==> src/rtl/gfpq_pkg.sv <==
package gfpq_pkg;
  localparam int unsigned SYM_W = 8;
  typedef logic [SYM_W-1:0] sym_t;
endpackage

==> src/rtl/gf_sym_mul.sv <==
// One GF(2^8) product: shift-and-add with reduction by x^8 + poly.
module gf_sym_mul
  import gfpq_pkg::*;
(
  input  sym_t a_i,
  input  sym_t b_i,
  input  sym_t poly_i,
  output sym_t p_o
);
  sym_t pw [SYM_W];
  sym_t ps [SYM_W+1];

  assign pw[0] = a_i;
  assign ps[0] = '0;

  for (genvar i = 0; i < SYM_W; i++) begin : g_step
    assign ps[i+1] = b_i[i] ? (ps[i] ^ pw[i]) : ps[i];
    if (i < SYM_W - 1) begin : g_xt
      assign pw[i+1] = {pw[i][SYM_W-2:0], 1'b0} ^ (pw[i][SYM_W-1] ? poly_i : sym_t'(0));
    end
  end

  assign p_o = ps[SYM_W];
endmodule

==> src/rtl/gf_word_mul.sv <==
module gf_word_mul
  import gfpq_pkg::*;
#(
  parameter int unsigned LANES = 8,
  localparam int unsigned DW = LANES * SYM_W
) (
  input  logic [DW-1:0] data_i,
  input  sym_t          mul_i,
  input  sym_t          poly_i,
  output logic [DW-1:0] prod_o
);
  for (genvar l = 0; l < LANES; l++) begin : g_lane
    gf_sym_mul u_mul (
      .a_i    (data_i[l*SYM_W +: SYM_W]),
      .b_i    (mul_i),
      .poly_i (poly_i),
      .p_o    (prod_o[l*SYM_W +: SYM_W])
    );
  end
endmodule

==> src/rtl/pq_acc.sv <==
// One parity accumulator with its completion flag.
module pq_acc #(
  parameter int unsigned W = 64
) (
  input  logic         clk_i,
  input  logic         rst_ni,
  input  logic         beat_i,
  input  logic         first_i,
  input  logic         last_i,
  input  logic         en_i,
  input  logic [W-1:0] term_i,
  output logic [W-1:0] acc_o,
  output logic         valid_o
);
  logic         touched_q, touched_d;
  logic [W-1:0] acc_d;

  always_comb begin
    if (first_i) begin
      acc_d     = en_i ? term_i : '0;
      touched_d = en_i;
    end else begin
      acc_d     = en_i ? (acc_o ^ term_i) : acc_o;
      touched_d = touched_q | en_i;
    end
  end

  always_ff @(posedge clk_i or negedge rst_ni) begin
    if (!rst_ni) begin
      acc_o     <= '0;
      touched_q <= 1'b0;
      valid_o   <= 1'b0;
    end else if (beat_i) begin
      acc_o     <= acc_d;
      touched_q <= touched_d;
      valid_o   <= last_i & touched_d;
    end
  end

  AST_IDLE_HOLD: assert property (@(posedge clk_i) disable iff (!rst_ni)
    !beat_i |=> $stable(acc_o) && $stable(valid_o));
  AST_DISABLED_KEEP: assert property (@(posedge clk_i) disable iff (!rst_ni)
    beat_i && !first_i && !en_i |=> $stable(acc_o));
  AST_FIRST_OFF_ZERO: assert property (@(posedge clk_i) disable iff (!rst_ni)
    beat_i && first_i && !en_i |=> acc_o == '0);
  AST_VALID_MIDOP_LOW: assert property (@(posedge clk_i) disable iff (!rst_ni)
    beat_i && !last_i |=> !valid_o);
endmodule

==> src/rtl/gf_pq_accum.sv <==
module gf_pq_accum
  import gfpq_pkg::*;
#(
  parameter int unsigned LANES = 8,
  localparam int unsigned DW = LANES * SYM_W
) (
  input  logic          clk_i,
  input  logic          rst_ni,
  input  logic [7:0]    poly_i,
  input  logic          src_valid_i,
  input  logic [DW-1:0] src_data_i,
  input  logic [7:0]    src_mul_i,
  input  logic          src_p_en_i,
  input  logic          src_q_en_i,
  input  logic          src_first_i,
  input  logic          src_last_i,
  output logic [DW-1:0] p_o,
  output logic          p_valid_o,
  output logic [DW-1:0] q_o,
  output logic          q_valid_o
);
  logic [DW-1:0] q_term;

  gf_word_mul #(.LANES(LANES)) u_wmul (
    .data_i (src_data_i),
    .mul_i  (src_mul_i),
    .poly_i (poly_i),
    .prod_o (q_term)
  );

  pq_acc #(.W(DW)) u_p (
    .clk_i   (clk_i),
    .rst_ni  (rst_ni),
    .beat_i  (src_valid_i),
    .first_i (src_first_i),
    .last_i  (src_last_i),
    .en_i    (src_p_en_i),
    .term_i  (src_data_i),
    .acc_o   (p_o),
    .valid_o (p_valid_o)
  );

  pq_acc #(.W(DW)) u_q (
    .clk_i   (clk_i),
    .rst_ni  (rst_ni),
    .beat_i  (src_valid_i),
    .first_i (src_first_i),
    .last_i  (src_last_i),
    .en_i    (src_q_en_i),
    .term_i  (q_term),
    .acc_o   (q_o),
    .valid_o (q_valid_o)
  );

  AST_MUL_ONE: assert property (@(posedge clk_i) disable iff (!rst_ni)
    src_valid_i && src_mul_i == 8'h01 |-> q_term == src_data_i);
  AST_MUL_ZERO: assert property (@(posedge clk_i) disable iff (!rst_ni)
    src_valid_i && src_mul_i == 8'h00 |-> q_term == '0);
endmodule

==> config.mk <==
export PLATFORM = sky130hd
export DESIGN_NAME = gf_pq_accum
export DESIGN_NICKNAME = d
export VERILOG_FILES = /design/src/rtl/gfpq_pkg.sv /design/src/rtl/gf_sym_mul.sv /design/src/rtl/gf_word_mul.sv /design/src/rtl/pq_acc.sv /design/src/rtl/gf_pq_accum.sv
export SDC_FILE = /design/constraint.sdc
export NUM_CORES = 1
export LEC_CHECK = 0
export ABC_AREA = 1
export BUFFER_PORTS_ARGS = -buffer_cell sky130_fd_sc_hd__buf_2
export CAP_MARGIN = 20
export CORE_MARGIN = 3
export CORE_UTILIZATION = 55
export DETAILED_ROUTE_END_ITERATION = 10
export HOLD_SLACK_MARGIN = 0.06
export PLACE_DENSITY = 0.73
export RECOVER_POWER = 25
export SLEW_MARGIN = 30
export SYNTH_ARGS = -nofsm -noshare
export SYNTH_HDL_FRONTEND = slang
export SYNTH_SLANG_ARGS = --single-unit
==> constraint.sdc <==
create_clock -name clk_i -period 2.8 [get_ports clk_i]
set_input_delay 0.28 -clock clk_i [delete_from_list [all_inputs] [get_ports clk_i]]
set_output_delay 0.28 -clock clk_i [all_outputs]
set_load 0.02 [all_outputs]
* Word-level counts from Yosys, hierarchy flattened
Index checks and enable logic that the tools add are counted.
Word-level totals: register bits after elaboration 132, input bits 87, logic and storage cells 256
Operators by class: mux-type cells 128, bitwise gates (word level) 118, reduce and logical (&&, ||, !) cells 4
Operators by type and width (number):
- $mux W8 | 120
- $xor A8 B8 Y8 | 112
- $mux W64 | 6
- $xor A64 B64 Y64 | 2
- $reduce_and A2 Y1 | 2
- $reduce_bool A2 Y1 | 2
- $and A1 B1 Y1 | 2
- $mux W1 | 2
- $or A1 B1 Y1 | 2

* Longest topological paths before layout
depth in word-level cells 19, mapped depth 28

* Hierarchy
From an unflattened synthesis, not the netlist that was laid out.
Unflattened totals: cells, all modules 5358, area, all modules 27904.3 um2
By module, submodules not included:
- gf_sym_mul | instances 8, cells an instance 546, area an instance 2570.0 um2, sequential area each 0.0 um2
- pq_acc | instances 2, cells an instance 495, area an instance 3672.3 um2, sequential area each 1651.6 um2

* Least setup slack after synthesis
OpenSTA, ideal clock, no wires.
path type input-to-reg, start input port poly_i[7], end register u_q.acc_o[26], library setup time 117 ps, data arrival time 2325 ps, slack 358 ps, cell stages on the path 23, path buffers 3, path through buf_6 buf_12 nand3_4 nand2_4 nor2_4 nand2_1 nand2_4 nand3_2 nand2_2 nand3_1 nand2_2 buf_6 nand3_2 nand2_2 inv_2 nand2_1 nand2_1 nor2_2 nand3_1 nand2_1 nand2_1 nand3_1 nand2_1
Between the ends: longest elaborated chain between the ends 19, elaborated cells on any way between the ends 30
Ends and longest elaborated chain:
- start, declared | RTL line gf_pq_accum.sv:9 | input logic [7:0] poly_i,
- $mux W8 | RTL line gf_sym_mul.sv:19 | assign pw[i+1] = {pw[i][SYM_W-2:0], 1'b0} ^ (pw[i][SYM_W-1] ? poly_i : sym_t'(0));
- $xor A8 B8 Y8 | RTL line gf_sym_mul.sv:19
- $mux W8 | RTL line gf_sym_mul.sv:19
- $xor A8 B8 Y8 | RTL line gf_sym_mul.sv:19
- $xor A8 B8 Y8 / $mux W8 (equally long branches) | RTL line gf_sym_mul.sv:17, gf_sym_mul.sv:19
- $mux W8 / $xor A8 B8 Y8 (equally long branches) | RTL line gf_sym_mul.sv:17, gf_sym_mul.sv:19
- $xor A8 B8 Y8 / $mux W8 (equally long branches) | RTL line gf_sym_mul.sv:17, gf_sym_mul.sv:19
- $mux W8 / $xor A8 B8 Y8 (equally long branches) | RTL line gf_sym_mul.sv:17, gf_sym_mul.sv:19
- [... 3 more ...]
- $mux W8 / $xor A8 B8 Y8 (equally long branches) | RTL line gf_sym_mul.sv:17, gf_sym_mul.sv:19
- $xor A8 B8 Y8 / $mux W8 (equally long branches) | RTL line gf_sym_mul.sv:17, gf_sym_mul.sv:19
- $mux W8 / $xor A8 B8 Y8 (equally long branches) | RTL line gf_sym_mul.sv:17, gf_sym_mul.sv:19
- $xor A8 B8 Y8 | RTL line gf_sym_mul.sv:17 | assign ps[i+1] = b_i[i] ? (ps[i] ^ pw[i]) : ps[i];
- $mux W8 (*) | RTL line gf_sym_mul.sv:17
- $xor A64 B64 Y64 | RTL line pq_acc.sv:23 | acc_d = en_i ? (acc_o ^ term_i) : acc_o;
- $mux W64 | RTL line pq_acc.sv:23
- $mux W64 (*) | RTL line pq_acc.sv:19 | if (first_i) begin
- end signal, assigned | RTL line pq_acc.sv:30 | acc_o <= '0;
- end signal, assigned | RTL line pq_acc.sv:34 | acc_o <= acc_d;
- end, declared | RTL line pq_acc.sv:12 | output logic [W-1:0] acc_o,
Mark *: on every way between the ends. The rest lies on a longest branch, timed or not. The select of a mux whose other input is x is not followed. A chain may end at the register's enable or synchronous reset.

* Worst setup path after layout
start input port poly_i[5], end register u_q.acc_o[7]
Between the ends: longest elaborated chain between the ends 17, elaborated cells on any way between the ends 28
Ends and longest elaborated chain (RTL line):
- $mux W8 | gf_sym_mul.sv:19
- $xor A8 B8 Y8 (3 in a row) | gf_sym_mul.sv:19
- $xor A8 B8 Y8 / $mux W8 (equally long branches) | gf_sym_mul.sv:17, gf_sym_mul.sv:19
- $mux W8 / $xor A8 B8 Y8 (equally long branches) | gf_sym_mul.sv:17, gf_sym_mul.sv:19
- $xor A8 B8 Y8 / $mux W8 (equally long branches) | gf_sym_mul.sv:17, gf_sym_mul.sv:19
- $mux W8 / $xor A8 B8 Y8 (equally long branches) | gf_sym_mul.sv:17, gf_sym_mul.sv:19
- $xor A8 B8 Y8 / $mux W8 (equally long branches) | gf_sym_mul.sv:17, gf_sym_mul.sv:19
- $mux W8 / $xor A8 B8 Y8 (equally long branches) | gf_sym_mul.sv:17, gf_sym_mul.sv:19
- $xor A8 B8 Y8 / $mux W8 (equally long branches) | gf_sym_mul.sv:17, gf_sym_mul.sv:19
- $mux W8 / $xor A8 B8 Y8 (equally long branches) | gf_sym_mul.sv:17, gf_sym_mul.sv:19
- $xor A8 B8 Y8 | gf_sym_mul.sv:17
- $mux W8 (*) | gf_sym_mul.sv:17
- $xor A64 B64 Y64 | pq_acc.sv:23
- $mux W64 | pq_acc.sv:23
- $mux W64 (*) | pq_acc.sv:19
Marks and branches as above.

==> flow_metrics.py <==
metrics = {
    "hold_path": {
        "hold_start": "src_valid_i",
        "worstHoldPathCells": 2,
        "hold_path.class": "input pin to register",
        "min_to": "u_p.touched_q",
    },
    "sta": {
        "final_period_utilization_pct": 90.45,
        "relSlewSlack_pct": -13.29,
        "finalHoldViolations": 0,
        "setup_tns_ns": 0,
        "timing.final.crit_period_ns": 2.533,
        "finClkSkew_ns": 0.0001615,
        "setup_slack_ns": 0.2673,
        "worst-slew-pin-transition_ns": 1.699,
        "timing.final.setup_violations": 0,
        "achievable-frequency_mhz": 394.8,
        "grt_setup_unrepaired": "false",
        "timing.final.max_slew_violations": 61,
        "hold_ws_ns": 0.07203,
    },
    "synthesis": {
        "netlist.top_cell.by_area": "sky130_fd_sc_hd__nand2_1",
        "mappedNetlistArea_um2": 29340,
        "ys_types": 34,
        "syn-num-nets": 5905,
        "synthesis.instances": 5818,
        "avg_synthesized_cell_area_um2": 5.043,
        "yosys_most_used_dff": "sky130_fd_sc_hd__dfrtp_1",
        "postSynth.asyncResetShare_pct": 100.0,
        "synth_area_leaders": "sky130_fd_sc_hd__nand2_1 34%, sky130_fd_sc_hd__nand3_1 18%, sky130_fd_sc_hd__dfrtp_1 11%",
        "sequential_area_share_after_synthesis_pct": 11.26,
        "number_of_enable_flip_flop_cells_after_synthesis": 0,
        "yosysWarningCount": 0,
        "netlist.area_leader.share_pct": 34.29,
        "number_of_flip_flops_and_latches_in_the_synthesized_netlist": 132,
    },
    "placed_design": {
        "portBuffers": 216,
        "dp_slack_ns": -0.1719,
        "hpwl_um": 85000,
        "place_congestion": 0.9911,
    },
    "worst_setup_path": {
        "r2r_setup_slack_ns": 1.38,
        "reg2reg_depth": 5,
        "worstSetupEndpointType": "register",
        "cp-start-kind": "input pin",
        "crit_required_ns": 3.21,
        "setup.worst_path.class": "input pin to register",
        "worst-path-max-fanout": 19,
        "worst_r2r_startpoint": "u_p.touched_q",
        "crit_arrival_ns": 2.95,
        "crit-reg2reg-capture": "u_p.valid_o",
    },
    "floorplan": {
        "die_height_um": 237.0,
        "die-area_um2": 56150,
        "core.rowCount": 84,
        "initial_utilization_pct": 55.72,
        "core_area_um2": 52660,
        "design.portCount": 217,
        "die_w_um": 237.0,
    },
    "route": {
        "route.final.wire_length_um": 110500,
        "antenna_left": 0,
        "remaining_drc_errors": 0,
        "routed-via-count": 37980,
        "routed_via_density": 5.522,
        "wire_length_per_cell_um": 16.06,
        "detailedRoute.firstPassIterationCount": 6,
        "drt_iter0_markers": 3053,
    },
    "pwr": {
        "power.leakage_uw": 0.02101,
        "peakVddDrop_uv": 520.3,
        "power_per_cell_area_nw_per_um2": 485.0,
    },
    "clock_network": {
        "cts_tree": "built",
        "number_of_buffers_created_by_cts": 17,
        "post_cts_hold_buffer_count": 3,
        "h-tree-depth": 4,
        "post_cts.resized_instances": 0,
        "post-cts-setup-buffer-count": 0,
        "clock-root-buffer": "sky130_fd_sc_hd__clkbuf_16",
        "clock_insertion_delay_worst_skew_ns": 0.52,
        "clk_transition_reported_paths_ns": 0.08,
        "clkSinkCount": 132,
        "bufs_on_longest_clock_path": 2,
    },
    "cells_and_area": {
        "layout.cells.most_common": "sky130_fd_sc_hd__nand2_1",
        "layout-drive-gt1-share_pct": 14.88,
        "final_nets": 6263,
        "mostFrequentLayoutCells": "2680 x sky130_fd_sc_hd__nand2_1, 1057 x sky130_fd_sc_hd__nand3_1, 662 x sky130_fd_sc_hd__inv_1",
        "fillers": 5305,
        "synthToLayoutAreaGrowth_pct": 15.27,
    },
    "global_routing": {
        "grtUsageTotal_pct": 38.37,
        "grt_max_degree": 90,
        "antenna_found_initial": 1,
        "via_count_of_the_first_global_routing_pass": 34950,
        "grt_pass1_wl_um": 175700,
        "grt-ovfl-total": 0,
    },
    "outcome": {
        "outcome": "complete, but fails checks",
        "violated_checks": "capacitance limit, slew limit",
    },
    "flow_run": {
        "timing.max_cap.violations": 1,
    },
}
## worst max-delay path, stage by stage
cell and delay (ns):
sky130_fd_sc_hd__buf_4 0.28, sky130_fd_sc_hd__inv_2 0.31, sky130_fd_sc_hd__nor2_1 0.23, sky130_fd_sc_hd__nand2_1 0.09, sky130_fd_sc_hd__nand2_1 0.17, sky130_fd_sc_hd__nand3_1 0.10
sky130_fd_sc_hd__nand2_1 0.18, sky130_fd_sc_hd__nand2_1 0.09, sky130_fd_sc_hd__nand2_2 0.15, sky130_fd_sc_hd__buf_4 0.15, sky130_fd_sc_hd__nand2_1 0.06, sky130_fd_sc_hd__nor2_1 0.16
sky130_fd_sc_hd__inv_1 0.07, sky130_fd_sc_hd__nand2_1 0.07, sky130_fd_sc_hd__nand2_1 0.07, sky130_fd_sc_hd__nand2_1 0.07, sky130_fd_sc_hd__nand2_1 0.06, sky130_fd_sc_hd__nand2_1 0.06
sky130_fd_sc_hd__nand2_1 0.06, sky130_fd_sc_hd__nand2_1 0.06, sky130_fd_sc_hd__nand2_1 0.05, sky130_fd_sc_hd__nand3_1 0.08, sky130_fd_sc_hd__nand2_1 0.05
## power by group
part	switching, uW	internal (uW)	leakage (uW)	total, uW
clock	1200	1250	0.000284	2440
sequential	407	2360	0.00166	2760
combinational	7370	3830	0.0191	11200
## metal layers
metal  up-vias  part of all wire, %  track usage (%)
li1      18890                    -                -
met1     16920                   37            42.15
met2      1695                   49            68.33
met3       482                  7.4            5.882
met4         0                  7.1            25.23
met5         -                    0                0
## per-stage QoR
stage	cells	util (%)	cell area, um2	total power (uW)
after global placement	6841	63.09	33220	13560
after floorplan	5818	-	29340	10550
after CTS	6876	64.23	33820	16280
after detailed placement	6841	63.09	33220	13800
after global routing	6878	64.23	33820	17850
final	6878	64.23	33820	16400
## sequential cells by signal (all words and copies together) (netlist names)
| name | flops |
|---|---|
| u_q.acc_o | 64 |
| u_p.valid_o | 1 |
| u_p.acc_o | 64 |
| u_p.touched_q | 1 |
| u_q.valid_o | 1 |
| u_q.touched_q | 1 |
## Yosys cell counts (2+ instances only)
cell type	instances
sky130_fd_sc_hd__buf_1	37
sky130_fd_sc_hd__or2_1	6
sky130_fd_sc_hd__nand3_2	96
sky130_fd_sc_hd__nor2_8	2
sky130_fd_sc_hd__buf_2	90
sky130_fd_sc_hd__nand3_1	1057
sky130_fd_sc_hd__nand3b_1	4
sky130_fd_sc_hd__nand2_2	88
sky130_fd_sc_hd__buf_6	21
sky130_fd_sc_hd__nand2_8	6
sky130_fd_sc_hd__o21ai_0	14
sky130_fd_sc_hd__o22ai_1	66
sky130_fd_sc_hd__xor2_1	101
sky130_fd_sc_hd__buf_4	30
sky130_fd_sc_hd__dfrtp_1	132
sky130_fd_sc_hd__nor2_4	3
sky130_fd_sc_hd__nand2_1	2680
sky130_fd_sc_hd__o21bai_1	48
sky130_fd_sc_hd__nor2_1	379
sky130_fd_sc_hd__nand3_4	20
sky130_fd_sc_hd__inv_1	663
sky130_fd_sc_hd__clkbuf_1	79
sky130_fd_sc_hd__nand4_1	57
sky130_fd_sc_hd__or2_2	2
sky130_fd_sc_hd__inv_2	9
sky130_fd_sc_hd__xnor2_1	56
sky130_fd_sc_hd__nand2_4	44
sky130_fd_sc_hd__nor2_2	22
## worst max-delay path by stage
stage | from | to | depth (start not counted)
6_report | poly_i[5] | u_q.acc_o[7] | 23
5_1_grt | rst_ni | u_q.acc_o[5] | 3
4_1_cts | poly_i[5] | u_q.acc_o[17] | 20
3_5_place_dp | poly_i[5] | u_q.acc_o[17] | 20
3_3_place_gp | poly_i[5] | u_q.acc_o[16] | 18
2_1_floorplan | poly_i[7] | u_q.acc_o[26] | 23
## layout make-up
type	instances	area, um2	area share (%)
clock inverters	14	141.4	0.4181
well taps	688	860.8	2.545
diodes	1	2.502	0.007399
clock buffers	18	429.2	1.269
repair buffers	597	4375	12.94
multi-input cells	4754	22170	65.55
inverters	674	2537	7.503
flip-flops and latches	132	3303	9.767
## cell families (layout without fill, tap and decap cells)
group | Yosys count | after routing | share of synthesized area (%)
simple gates | 4466 | 4466 | 67.82
buf+inv | 932 | 1303 | 13.30
xor+xnor | 157 | 157 | 4.687
flops | 132 | 132 | 11.26
compound gates | 131 | 131 | 2.934
other cells | 0 | 1 | 0
Note: power is estimated with default switching activity, not from simulation.
